--- src/rtl/a429_rx_pkg.sv ---
package a429_rx_pkg;

   localparam int unsigned WORD_BITS  = 32;
   localparam int unsigned LABEL_BITS = 8;
   localparam int unsigned CNT_W      = $clog2(WORD_BITS);

   typedef enum logic [1:0] {
      FR_GAP   = 2'd0,   // waiting for the minimum null gap
      FR_LEVEL = 2'd1,   // waiting for a qualified ONE or ZERO
      FR_NULL  = 2'd2    // level seen, waiting for return to null
   } fr_state_e;

endpackage

--- src/rtl/a429_rx_rate_gen.sv ---
module a429_rx_rate_gen #(
   parameter int unsigned LS_DIV = 8
) (
   input  logic clk,
   input  logic rst_n,
   input  logic rate_low,
   output logic samp_tick
);

   localparam int unsigned DIV_W = (LS_DIV > 1) ? $clog2(LS_DIV) : 1;

   generate
      if (LS_DIV <= 1) begin : g_nodiv
         assign samp_tick = 1'b1;
      end else begin : g_div
         localparam logic [DIV_W-1:0] DIV_LAST = DIV_W'(LS_DIV - 1);
         logic [DIV_W-1:0] div_cnt;

         always_ff @(posedge clk or negedge rst_n) begin
            if (!rst_n) begin
               div_cnt <= '0;
            end else if (!rate_low) begin
               div_cnt <= '0;
            end else if (div_cnt == DIV_LAST) begin
               div_cnt <= '0;
            end else begin
               div_cnt <= div_cnt + 1'b1;
            end
         end

         assign samp_tick = rate_low ? (div_cnt == '0) : 1'b1;
      end
   endgenerate

endmodule

--- src/rtl/a429_rx_sampler.sv ---
module a429_rx_sampler #(
   parameter int unsigned QUAL     = 3,
   parameter int unsigned NRUN_MAX = 40,
   parameter int unsigned NW       = 6
) (
   input  logic          clk,
   input  logic          rst_n,
   input  logic          samp_tick,
   input  logic          line_one,
   input  logic          line_zero,
   output logic          upd,
   output logic          one_q,
   output logic          zero_q,
   output logic          null_q,
   output logic          clash,
   output logic [NW-1:0] nrun
);

   localparam logic [NW-1:0] NMAX_L = NW'(NRUN_MAX);

   logic [QUAL-1:0] hist_one;
   logic [QUAL-1:0] hist_zero;
   logic [QUAL-1:0] hist_null;
   logic            smp_null;

   assign smp_null = !line_one && !line_zero;

   always_ff @(posedge clk or negedge rst_n) begin
      if (!rst_n) begin
         hist_one  <= '0;
         hist_zero <= '0;
         hist_null <= '0;
         clash     <= 1'b0;
         nrun      <= '0;
         upd       <= 1'b0;
      end else begin
         upd <= samp_tick;
         if (samp_tick) begin
            hist_one  <= {hist_one[QUAL-2:0],  line_one};
            hist_zero <= {hist_zero[QUAL-2:0], line_zero};
            hist_null <= {hist_null[QUAL-2:0], smp_null};
            clash     <= line_one && line_zero;
            if (!smp_null) begin
               nrun <= '0;
            end else if (nrun != NMAX_L) begin
               nrun <= nrun + 1'b1;
            end
         end
      end
   end

   assign one_q  = &hist_one;
   assign zero_q = &hist_zero;
   assign null_q = &hist_null;

endmodule

--- src/rtl/a429_rx_framer.sv ---
module a429_rx_framer
   import a429_rx_pkg::*;
#(
   parameter int unsigned SPB             = 10,
   parameter int unsigned GAP_SAMPLES     = 40,
   parameter int unsigned NW              = 6,
   parameter bit          LABEL_MSB_FIRST = 1'b1
) (
   input  logic                 clk,
   input  logic                 rst_n,
   input  logic                 upd,
   input  logic                 one_q,
   input  logic                 zero_q,
   input  logic                 null_q,
   input  logic                 clash,
   input  logic [NW-1:0]        nrun,
   output logic                 eos,
   output logic [WORD_BITS-1:0] word_out,
   output logic                 frame_err
);

   localparam logic [NW-1:0]    GAP_L  = NW'(GAP_SAMPLES);
   localparam logic [NW-1:0]    SPB_L  = NW'(SPB);
   localparam logic [CNT_W-1:0] LAST_C = CNT_W'(WORD_BITS - 1);

   fr_state_e              st;
   logic [CNT_W-1:0]       bit_cnt;
   logic                   cur_bit;
   logic [WORD_BITS-1:0]   shreg;
   logic [WORD_BITS-1:0]   shreg_nx;
   logic [WORD_BITS-1:0]   word_nx;

   assign shreg_nx = {cur_bit, shreg[WORD_BITS-1:1]};

   // Data bits keep their line position; the label field may be reversed
   assign word_nx[WORD_BITS-1:LABEL_BITS] = shreg_nx[WORD_BITS-1:LABEL_BITS];

   generate
      for (genvar gi = 0; gi < LABEL_BITS; gi++) begin : g_label
         if (LABEL_MSB_FIRST) begin : g_rev
            assign word_nx[gi] = shreg_nx[LABEL_BITS-1-gi];
         end else begin : g_fwd
            assign word_nx[gi] = shreg_nx[gi];
         end
      end
   endgenerate

   always_ff @(posedge clk or negedge rst_n) begin
      if (!rst_n) begin
         st        <= FR_GAP;
         bit_cnt   <= '0;
         cur_bit   <= 1'b0;
         shreg     <= '0;
         word_out  <= '0;
         eos       <= 1'b0;
         frame_err <= 1'b0;
      end else begin
         eos       <= 1'b0;
         frame_err <= 1'b0;
         if (upd) begin
            if (clash && (st != FR_GAP)) begin
               st        <= FR_GAP;
               bit_cnt   <= '0;
               frame_err <= 1'b1;
            end else begin
               unique case (st)
                  FR_GAP: begin
                     if (nrun >= GAP_L) begin
                        st      <= FR_LEVEL;
                        bit_cnt <= '0;
                     end
                  end
                  FR_LEVEL: begin
                     if (one_q) begin
                        cur_bit <= 1'b1;
                        st      <= FR_NULL;
                     end else if (zero_q) begin
                        cur_bit <= 1'b0;
                        st      <= FR_NULL;
                     end else if ((bit_cnt != '0) && (nrun > SPB_L)) begin
                        st        <= FR_GAP;
                        bit_cnt   <= '0;
                        frame_err <= 1'b1;
                     end
                  end
                  FR_NULL: begin
                     if (null_q) begin
                        shreg <= shreg_nx;
                        if (bit_cnt == LAST_C) begin
                           word_out <= word_nx;
                           eos      <= 1'b1;
                           st       <= FR_GAP;
                           bit_cnt  <= '0;
                        end else begin
                           bit_cnt <= bit_cnt + 1'b1;
                           st      <= FR_LEVEL;
                        end
                     end else if (cur_bit ? zero_q : one_q) begin
                        st        <= FR_GAP;
                        bit_cnt   <= '0;
                        frame_err <= 1'b1;
                     end
                  end
                  default: begin
                     st      <= FR_GAP;
                     bit_cnt <= '0;
                  end
               endcase
            end
         end
      end
   end

endmodule

--- src/rtl/a429_rx_decoder.sv ---
module a429_rx_decoder
   import a429_rx_pkg::*;
#(
   parameter int unsigned SPB             = 10,
   parameter int unsigned QUAL            = 3,
   parameter int unsigned GAP_BITS        = 4,
   parameter int unsigned LS_DIV          = 8,
   parameter bit          LABEL_MSB_FIRST = 1'b1
) (
   input  logic        clk,
   input  logic        rst_n,
   input  logic        rate_low,
   input  logic        line_one,
   input  logic        line_zero,
   output logic        eos,
   output logic [31:0] word_out,
   output logic        frame_err
);

   localparam int unsigned GAP_SAMPLES = GAP_BITS * SPB;
   localparam int unsigned NRUN_MAX    = (GAP_SAMPLES > SPB + 1) ? GAP_SAMPLES : SPB + 1;
   localparam int unsigned NW          = $clog2(NRUN_MAX + 1);

   generate
      if (QUAL < 2 || 2 * QUAL > SPB) begin : g_bad_qual
         $error("QUAL must be at least 2 and at most half of SPB");
      end
      if (GAP_BITS < 1) begin : g_bad_gap
         $error("GAP_BITS must be at least 1");
      end
      if (LS_DIV < 1) begin : g_bad_div
         $error("LS_DIV must be at least 1");
      end
   endgenerate

   logic          samp_tick;
   logic          upd;
   logic          one_q;
   logic          zero_q;
   logic          null_q;
   logic          clash;
   logic [NW-1:0] nrun;

   a429_rx_rate_gen #(
      .LS_DIV (LS_DIV)
   ) u_rate (
      .clk       (clk),
      .rst_n     (rst_n),
      .rate_low  (rate_low),
      .samp_tick (samp_tick)
   );

   a429_rx_sampler #(
      .QUAL     (QUAL),
      .NRUN_MAX (NRUN_MAX),
      .NW       (NW)
   ) u_smp (
      .clk       (clk),
      .rst_n     (rst_n),
      .samp_tick (samp_tick),
      .line_one  (line_one),
      .line_zero (line_zero),
      .upd       (upd),
      .one_q     (one_q),
      .zero_q    (zero_q),
      .null_q    (null_q),
      .clash     (clash),
      .nrun      (nrun)
   );

   a429_rx_framer #(
      .SPB             (SPB),
      .GAP_SAMPLES     (GAP_SAMPLES),
      .NW              (NW),
      .LABEL_MSB_FIRST (LABEL_MSB_FIRST)
   ) u_frm (
      .clk       (clk),
      .rst_n     (rst_n),
      .upd       (upd),
      .one_q     (one_q),
      .zero_q    (zero_q),
      .null_q    (null_q),
      .clash     (clash),
      .nrun      (nrun),
      .eos       (eos),
      .word_out  (word_out),
      .frame_err (frame_err)
   );

endmodule

--- config.mk ---
export PLATFORM = sky130hd
export DESIGN_NAME = a429_rx_decoder
export DESIGN_NICKNAME = d
export VERILOG_FILES = /design/src/rtl/a429_rx_pkg.sv /design/src/rtl/a429_rx_rate_gen.sv /design/src/rtl/a429_rx_sampler.sv /design/src/rtl/a429_rx_framer.sv /design/src/rtl/a429_rx_decoder.sv
export SDC_FILE = /design/constraint.sdc
export NUM_CORES = 1
export LEC_CHECK = 0
export BUFFER_PORTS_ARGS = -buffer_cell sky130_fd_sc_hd__buf_2
export CAP_MARGIN = 20
export CORE_MARGIN = 10
export CORE_UTILIZATION = 40
export CTS_CLUSTER_DIAMETER = 150
export DETAILED_ROUTE_END_ITERATION = 16
export PLACE_DENSITY = 0.64
export SYNTH_ARGS = -nofsm -noshare
export SYNTH_HDL_FRONTEND = slang
export SYNTH_HIERARCHICAL = 1
export SYNTH_SLANG_ARGS = --single-unit
--- constraint.sdc ---
create_clock -name clk -period 1.75 [get_ports clk]
set_input_delay 0.0875 -clock clk [delete_from_list [all_inputs] [get_ports clk]]
set_output_delay 0.0875 -clock clk [all_outputs]
set_load 0.005 [all_outputs]
# After elaboration in Yosys (flattened, before gate mapping)
# Cells that the tools add are included.
[totals] reg_bits=94 inputBits=5 output_inout_bits=34 word_cells=91
[op_classes] n_addsub=3 order_cmp=2 eq_ne=12 n_mux=39 bitwise_logic=1 n_reduce_logical=20
[ops] op="$mux 5" count=8
[ops] op="$mux 1" count=17
[ops] op="$pmux 5 s3" count=1
[ops] op="$mux 2" count=7
[ops] op="$mux 6" count=2
[ops] op="$reduce_and 6->1" count=2
[ops] op="$reduce_and 3->1" count=3
[ops] op="$reduce_and 4->1" count=2
[ops] op="$reduce_and 7->1" count=1
[ops] op="$add 6x1->6 const B" count=1
[ops] op="$ge 6x6->1 const B" count=1
[ops] op="$gt 6x4->1 const B" count=1
[ops] op="$mux 3" count=2
[ops] op="$ne 3x1->1 const B" count=2
[ops] op="$ne 3x3->1 const B" count=2
[ops] op="$ne 6x6->1 const B" count=1
[ops] op="$pmux 2 s3" count=1
[ops] op="$add 5x1->5 const B" count=1
[ops] op="$eq 5x5->1 const B" count=1
[ops] op="$ne 5x1->1 const B" count=1
[ops] op="$reduce_bool 5->1" count=1
[ops] op="$logic_and 1x1->1" count=4
[ops] op="$ne 4x2->1 const B" count=1
[ops] op="$reduce_bool 2->1" count=2
[ops] op="11 further kinds" count=12

# Longest topological paths before layout
[logic_depth] depth_word=8 depth_mapped=9 ltp_nobuf=7

# Cells and area by module
# The synthesis kept the hierarchy.
[by_module_without_submodules] module="a429_rx_framer" instances=1 cells_each=205 area_per_inst_um2=2995.4 seq_area_each_um2=1826.8
[by_module_without_submodules] module="a429_rx_sampler" instances=1 cells_each=67 area_per_inst_um2=773.2 seq_area_each_um2=425.4
[by_module_without_submodules] module="a429_rx_rate_gen" instances=1 cells_each=13 area_per_inst_um2=156.4 seq_area_each_um2=75.1

# Worst setup path after synthesis
# OpenSTA, ideal clock, no wires.
[synth_timing] path_type="register -> register" startpoint="register u_rate.g_div.div_cnt[0]" endpoint="register u_smp.nrun[5]" setup_ps=69 arrival_time_ps=1854 t_required_ps=1681 setup_slack_ps=-172 stages_incl_launch_ff=9 path_buffers=1 period_less_slack_ps=1922 path_cell_list="dfrtp_1 inv_1 ha_1 inv_1 o21ai_1 buf_4 or3b_4 or4_1 nand3_1"
[synth_via] elab_chain_cells=3
[synth_lines] item="from (decl)" line_no="a429_rx_rate_gen.sv:17" rtl="logic [DIV_W-1:0] div_cnt;"
[synth_lines] item="from (signal assigned)" line_no="a429_rx_rate_gen.sv:27" rtl="div_cnt <= div_cnt + 1'b1;"
[synth_lines] item="$logic_not 3->1" line_no="a429_rx_rate_gen.sv:31" rtl="assign samp_tick = rate_low ? (div_cnt == '0) : 1'b1;"
[synth_lines] item="$mux 1" line_no="a429_rx_rate_gen.sv:31"
[synth_lines] item="via samp_tick" line_no="a429_rx_decoder.sv:36" rtl="logic samp_tick;"
[synth_lines] item="$reduce_and 2->1 (no source line)"
[synth_lines] item="to (signal assigned)" line_no="a429_rx_sampler.sv:46" rtl="nrun <= nrun + 1'b1;"
[synth_lines] item="to (decl)" line_no="a429_rx_sampler.sv:16" rtl="output logic [NW-1:0] nrun"
# The timed path passes the listed nets, and every way through them passes these cells.
# A chain may end at the register's enable or synchronous reset.

# Worst setup path in the final report
[layout_timing] startpoint="register u_frm.st[1]" endpoint="register u_frm.bit_cnt[3]"
[layout_via] elab_chain_cells=4 elab_cells_between_ends=13 cone_classes="eq/ne: 7; mux: 2; reduce/logical: 4"
[layout_lines] item="from (decl)" line_no="a429_rx_framer.sv:26" rtl="fr_state_e st;"
[layout_lines] item="from (signal assigned)" line_no="a429_rx_framer.sv:50" rtl="st <= FR_GAP;"
[layout_lines] item="from (signal assigned)" line_no="a429_rx_framer.sv:62" rtl="st <= FR_GAP;"
[layout_lines] item="from (signal assigned)" line_no="a429_rx_framer.sv:69" rtl="st <= FR_LEVEL;"
[layout_lines] item="$reduce_bool 2->1" line_no="a429_rx_framer.sv:61" rtl="if (clash && (st != FR_GAP)) begin"
[layout_lines] item="$logic_and 1x1->1" line_no="a429_rx_framer.sv:61"
[layout_lines] item="$ne 4x2->1 (no source line) (tied with other cells)"
[layout_lines] item="$reduce_and 6->1 (no source line)"
[layout_lines] item="to (signal assigned)" line_no="a429_rx_framer.sv:95" rtl="bit_cnt <= bit_cnt + 1'b1;"
[layout_lines] item="to (decl)" line_no="a429_rx_framer.sv:27" rtl="logic [CNT_W-1:0] bit_cnt;"
# Several ways; a longest one is shown, not always the timed one.

==> results.tsv <==
stage	metric	value	unit
logic_synthesis	synth_area_per_cell	13.77	sq um
cells_and_area	utilization	50.63	%
die	die_y	119.1	microns
power	power.density	884.4	nW/um^2
setup_path	path_class	reg2reg	
sta	hold_violations	0	
setup_path	crit_required	2.02	ns
grt	grt_pass1_vias	2478	
logic_synthesis	ys_seq_area_share	59.29	%
sta	holdWs	0.05642	ns
die	die_area	14180	sq um
die	die_w	119.1	microns
route	wl_per_cell	14.08	microns
cells_and_area	fill_cells	847	
route	first_pass_iters	5	
sta	max_freq	560.1	MHz
grt	grt_overflow	0	
worst_hold_path	hold_class	in2reg	
route	drt_iter0_drc	139	
sta	fin_worst_skew	0.009912	ns
sta	grt_setup_unrepaired	yes	
logic_synthesis	syn_nets	302	
placement	pre_cts_ws	-0.1021	ns
cells_and_area	syn_to_final_growth	24.93	%
sta	finalCritPeriodShare	102.0	%
placement	routabilityCongestion	0.8136	
clocking	cts_buffers	9	
route	ant_nets	0	
placement	placed_cell_area	4564	sq um
status	violations	setup timing	
sta	relSlewSlack	74.47	%
die	rows	36	
power	p_leak	0.002546	uW
logic_synthesis	synth.distinct_cells	45	
logic_synthesis	synthFlopType	dfrtp_1	
sta	setup_ws	-0.03539	ns
placement	portBuffers	38	
logic_synthesis	yosysWarningCount	6	
grt	grt_pass1_wl	11850	microns
grt	grt_max_degree	36	
route	drc	0	
clocking	htreeDepth	3	
die	core_area	9684	sq um
sta	drv_slew	0	
power	ir_drop	392.7	uV
cells_and_area	fin_area	4903	sq um
route	vias	2414	
clocking	cts_tree	built	
logic_synthesis	synth_edf_count	0	
cells_and_area	drive_above_1_share	50.27	%
logic_synthesis	async_flop_share	100.0	%
power	power.total	4337	uW
clocking	clock_path_buffers	2	
route	viasPerCell	4.857	
sta	fin_crit	1.785	ns
setup_path	arrival	2.06	ns
setup_path	start_kind	flop	
status	outcome	finished with violations	
cells_and_area	fin_nets	376	
clocking	clkTransAtPathRegs	0.09	ns
logic_synthesis	ys_ff_latch	93	
cells_and_area	n_antenna_cell	0	
clocking	cts.sink_count	93	
die	start_util	40.53	%
setup_path	cp_max_fo	7	
placement	dp_hpwl	4888	microns
sta	setup_viol	1	
clocking	clock_latency	0.35	ns
logic_synthesis	syn_area	3925	sq um
sta	worst_pin_slew	0.3830	ns
clocking	clockRootBuffer	clkbuf_8	
grt	antenna_found_initial	0	
setup_path	cp-end-kind	flop	
run	maxCapViolCount	0	
grt	grt_use_total	9.968	%
route	totalWireLength	6999	microns
logic_synthesis	synthCells	285	
die	pin_count	39	
-- sequential cells by signal (all words and copies together), names as in the netlist --
register and count:
u_smp/hist_null 3, u_smp/nrun 6, u_frm/st 2, u_frm/cur_bit 1, u_smp/hist_zero 3, u_frm/shreg 31
u_frm/word_out 32, u_smp/clash 1, u_frm/frame_err 1, u_smp/hist_one 3, u_frm/eos 1, u_rate/g_div.div_cnt 3
u_frm/bit_cnt 5, u_smp/upd 1
-- final timing paths --
kind | from | end | depth (start not counted) | slack, ns
max in group asynchronous | rst_n | u_frm/word_out[31]$_DFFE_PN0P_ | 3 | 1.05
hold reg to reg | u_frm/word_out[15]$_DFFE_PN0P_ | u_frm/word_out[15]$_DFFE_PN0P_ | 1 | 0.49
setup reg to reg | u_frm/st[1]$_DFFE_PN0P_ | u_frm/bit_cnt[3]$_DFFE_PN0P_ | 7 | -0.04
setup / recovery | u_frm/st[1]$_DFFE_PN0P_ | u_frm/bit_cnt[3]$_DFFE_PN0P_ | 7 | -0.04
hold / removal | line_one | u_smp/clash$_DFFE_PN0P_ | 3 | 0.06
min in group asynchronous | rst_n | u_frm/shreg[9]$_DFFE_PN0P_ | 2 | 0.19
-- kinds of logic after synthesis --
group	Yosys count	share of synthesized area, %
flip-flops	93	59.29
multiplexers	74	21.20
AND/OR/NAND/NOR	51	7.555
AO/OA/AOI/OAI	32	5.643
buffers and inverters	23	2.486
adder cells (fa/ha/maj)	12	3.825
-- final cells by class --
type	count	area (sq um)	area share, %
clock inverters	5	45.04	0.9186
multi-input cells	169	1625	33.15
inverters	15	56.30	1.148
clock buffers	11	141.4	2.883
well taps	133	166.4	3.394
repair buffers	71	541.8	11.05
flip-flops and latches	93	2327	47.46
-- routing by layer --
metal	vias to the layer above	share of wire (%)	wire length [microns]	global-route usage, %
li1	1161	-	-	-
met1	1195	45	3145	12.57
met2	45	47	3324	15.28
met3	13	5.7	400	3.307
met4	0	1.8	129	4.351
met5	-	0	0	0
-- cell usage in the layout, fill, tap and decap left out, types with 2 or more instances in the layout --
| cell type | netlist | routed |
|---|---|---|
| nand3_1 | 6 | 5 |
| nor2_1 | 6 | 5 |
| nand2b_1 | 2 | 2 |
| inv_1 | 15 | 13 |
| inv_2 | 0 | 2 |
| ha_1 | 12 | 7 |
| and3_1 | 6 | 4 |
| buf_4 | 1 | 24 |
| and3_4 | 0 | 2 |
| mux2_2 | 70 | 70 |
| dlygate4sd3_1 | 0 | 2 |
| buf_12 | 0 | 6 |
| nand3b_1 | 2 | 2 |
| mux2_1 | 3 | 2 |
| and2_2 | 2 | 2 |
| dfrtp_1 | 93 | 93 |
| nor3_1 | 2 | 2 |
| nand2_1 | 13 | 12 |
| o21ai_0 | 11 | 10 |
| o21ai_1 | 4 | 4 |
| clkbuf_8 | 0 | 10 |
| clkinv_4 | 0 | 3 |
| ha_2 | 0 | 3 |
| ha_4 | 0 | 2 |
| a21oi_1 | 4 | 2 |
| buf_2 | 6 | 37 |
-- cell usage after synthesis, types with 2 or more instances --
| cell | n | share of area, % |
|---|---|---|
| a21oi_1 | 4 | 0.51 |
| buf_2 | 6 | 0.77 |
| mux2_2 | 70 | 20 |
| nor3_1 | 2 | 0.26 |
| dfrtp_1 | 93 | 59 |
| ha_1 | 12 | 3.8 |
| nor2_1 | 6 | 0.57 |
| nand3b_1 | 2 | 0.38 |
| o21ai_1 | 4 | 0.51 |
| inv_1 | 15 | 1.4 |
| o21ai_0 | 11 | 1.4 |
| and3_1 | 6 | 0.96 |
| mux2_1 | 3 | 0.86 |
| nand2b_1 | 2 | 0.32 |
| nand3_1 | 6 | 0.77 |
| nand2_1 | 13 | 1.2 |
| and2_2 | 2 | 0.38 |
-- stage by stage --
stage                     setup TNS, ns  std cells
after global placement        -0.001079        473
after global routing            -0.7093        497
after floorplan                -0.04760        285
after detailed placement         -1.270        473
after CTS                      -0.01489        493
final                          -0.03539        497
-- worst max-delay path, cell delays in order (launching register included) --
cell       delay, ns
dfrtp_1         0.41
inv_2           0.07
ha_4            0.16
nand2b_4        0.16
nand3b_1        0.19
o2111ai_4       0.16
or3_4           0.37
o31ai_2         0.18
-- what timing repair did --
action | CTS | global route
gates resized for setup | 3 | 13
buffers inserted | 2 | 3
endpoints found under the setup margin | 67 | 61
endpoints found under the hold margin | 78 | 0
hold buffers | 2 | 0
gates cloned | 0 | 1
pin swaps | 6 | 3
-- power breakdown --
part	switching, uW	internal (uW)	leakage (uW)
sequential	59.5	2230	0.00127
combinational	364	351	0.00118
clock	756	573	0.0000916
total	1180	3160	0.00255
(Power assumes the default switching activity.)
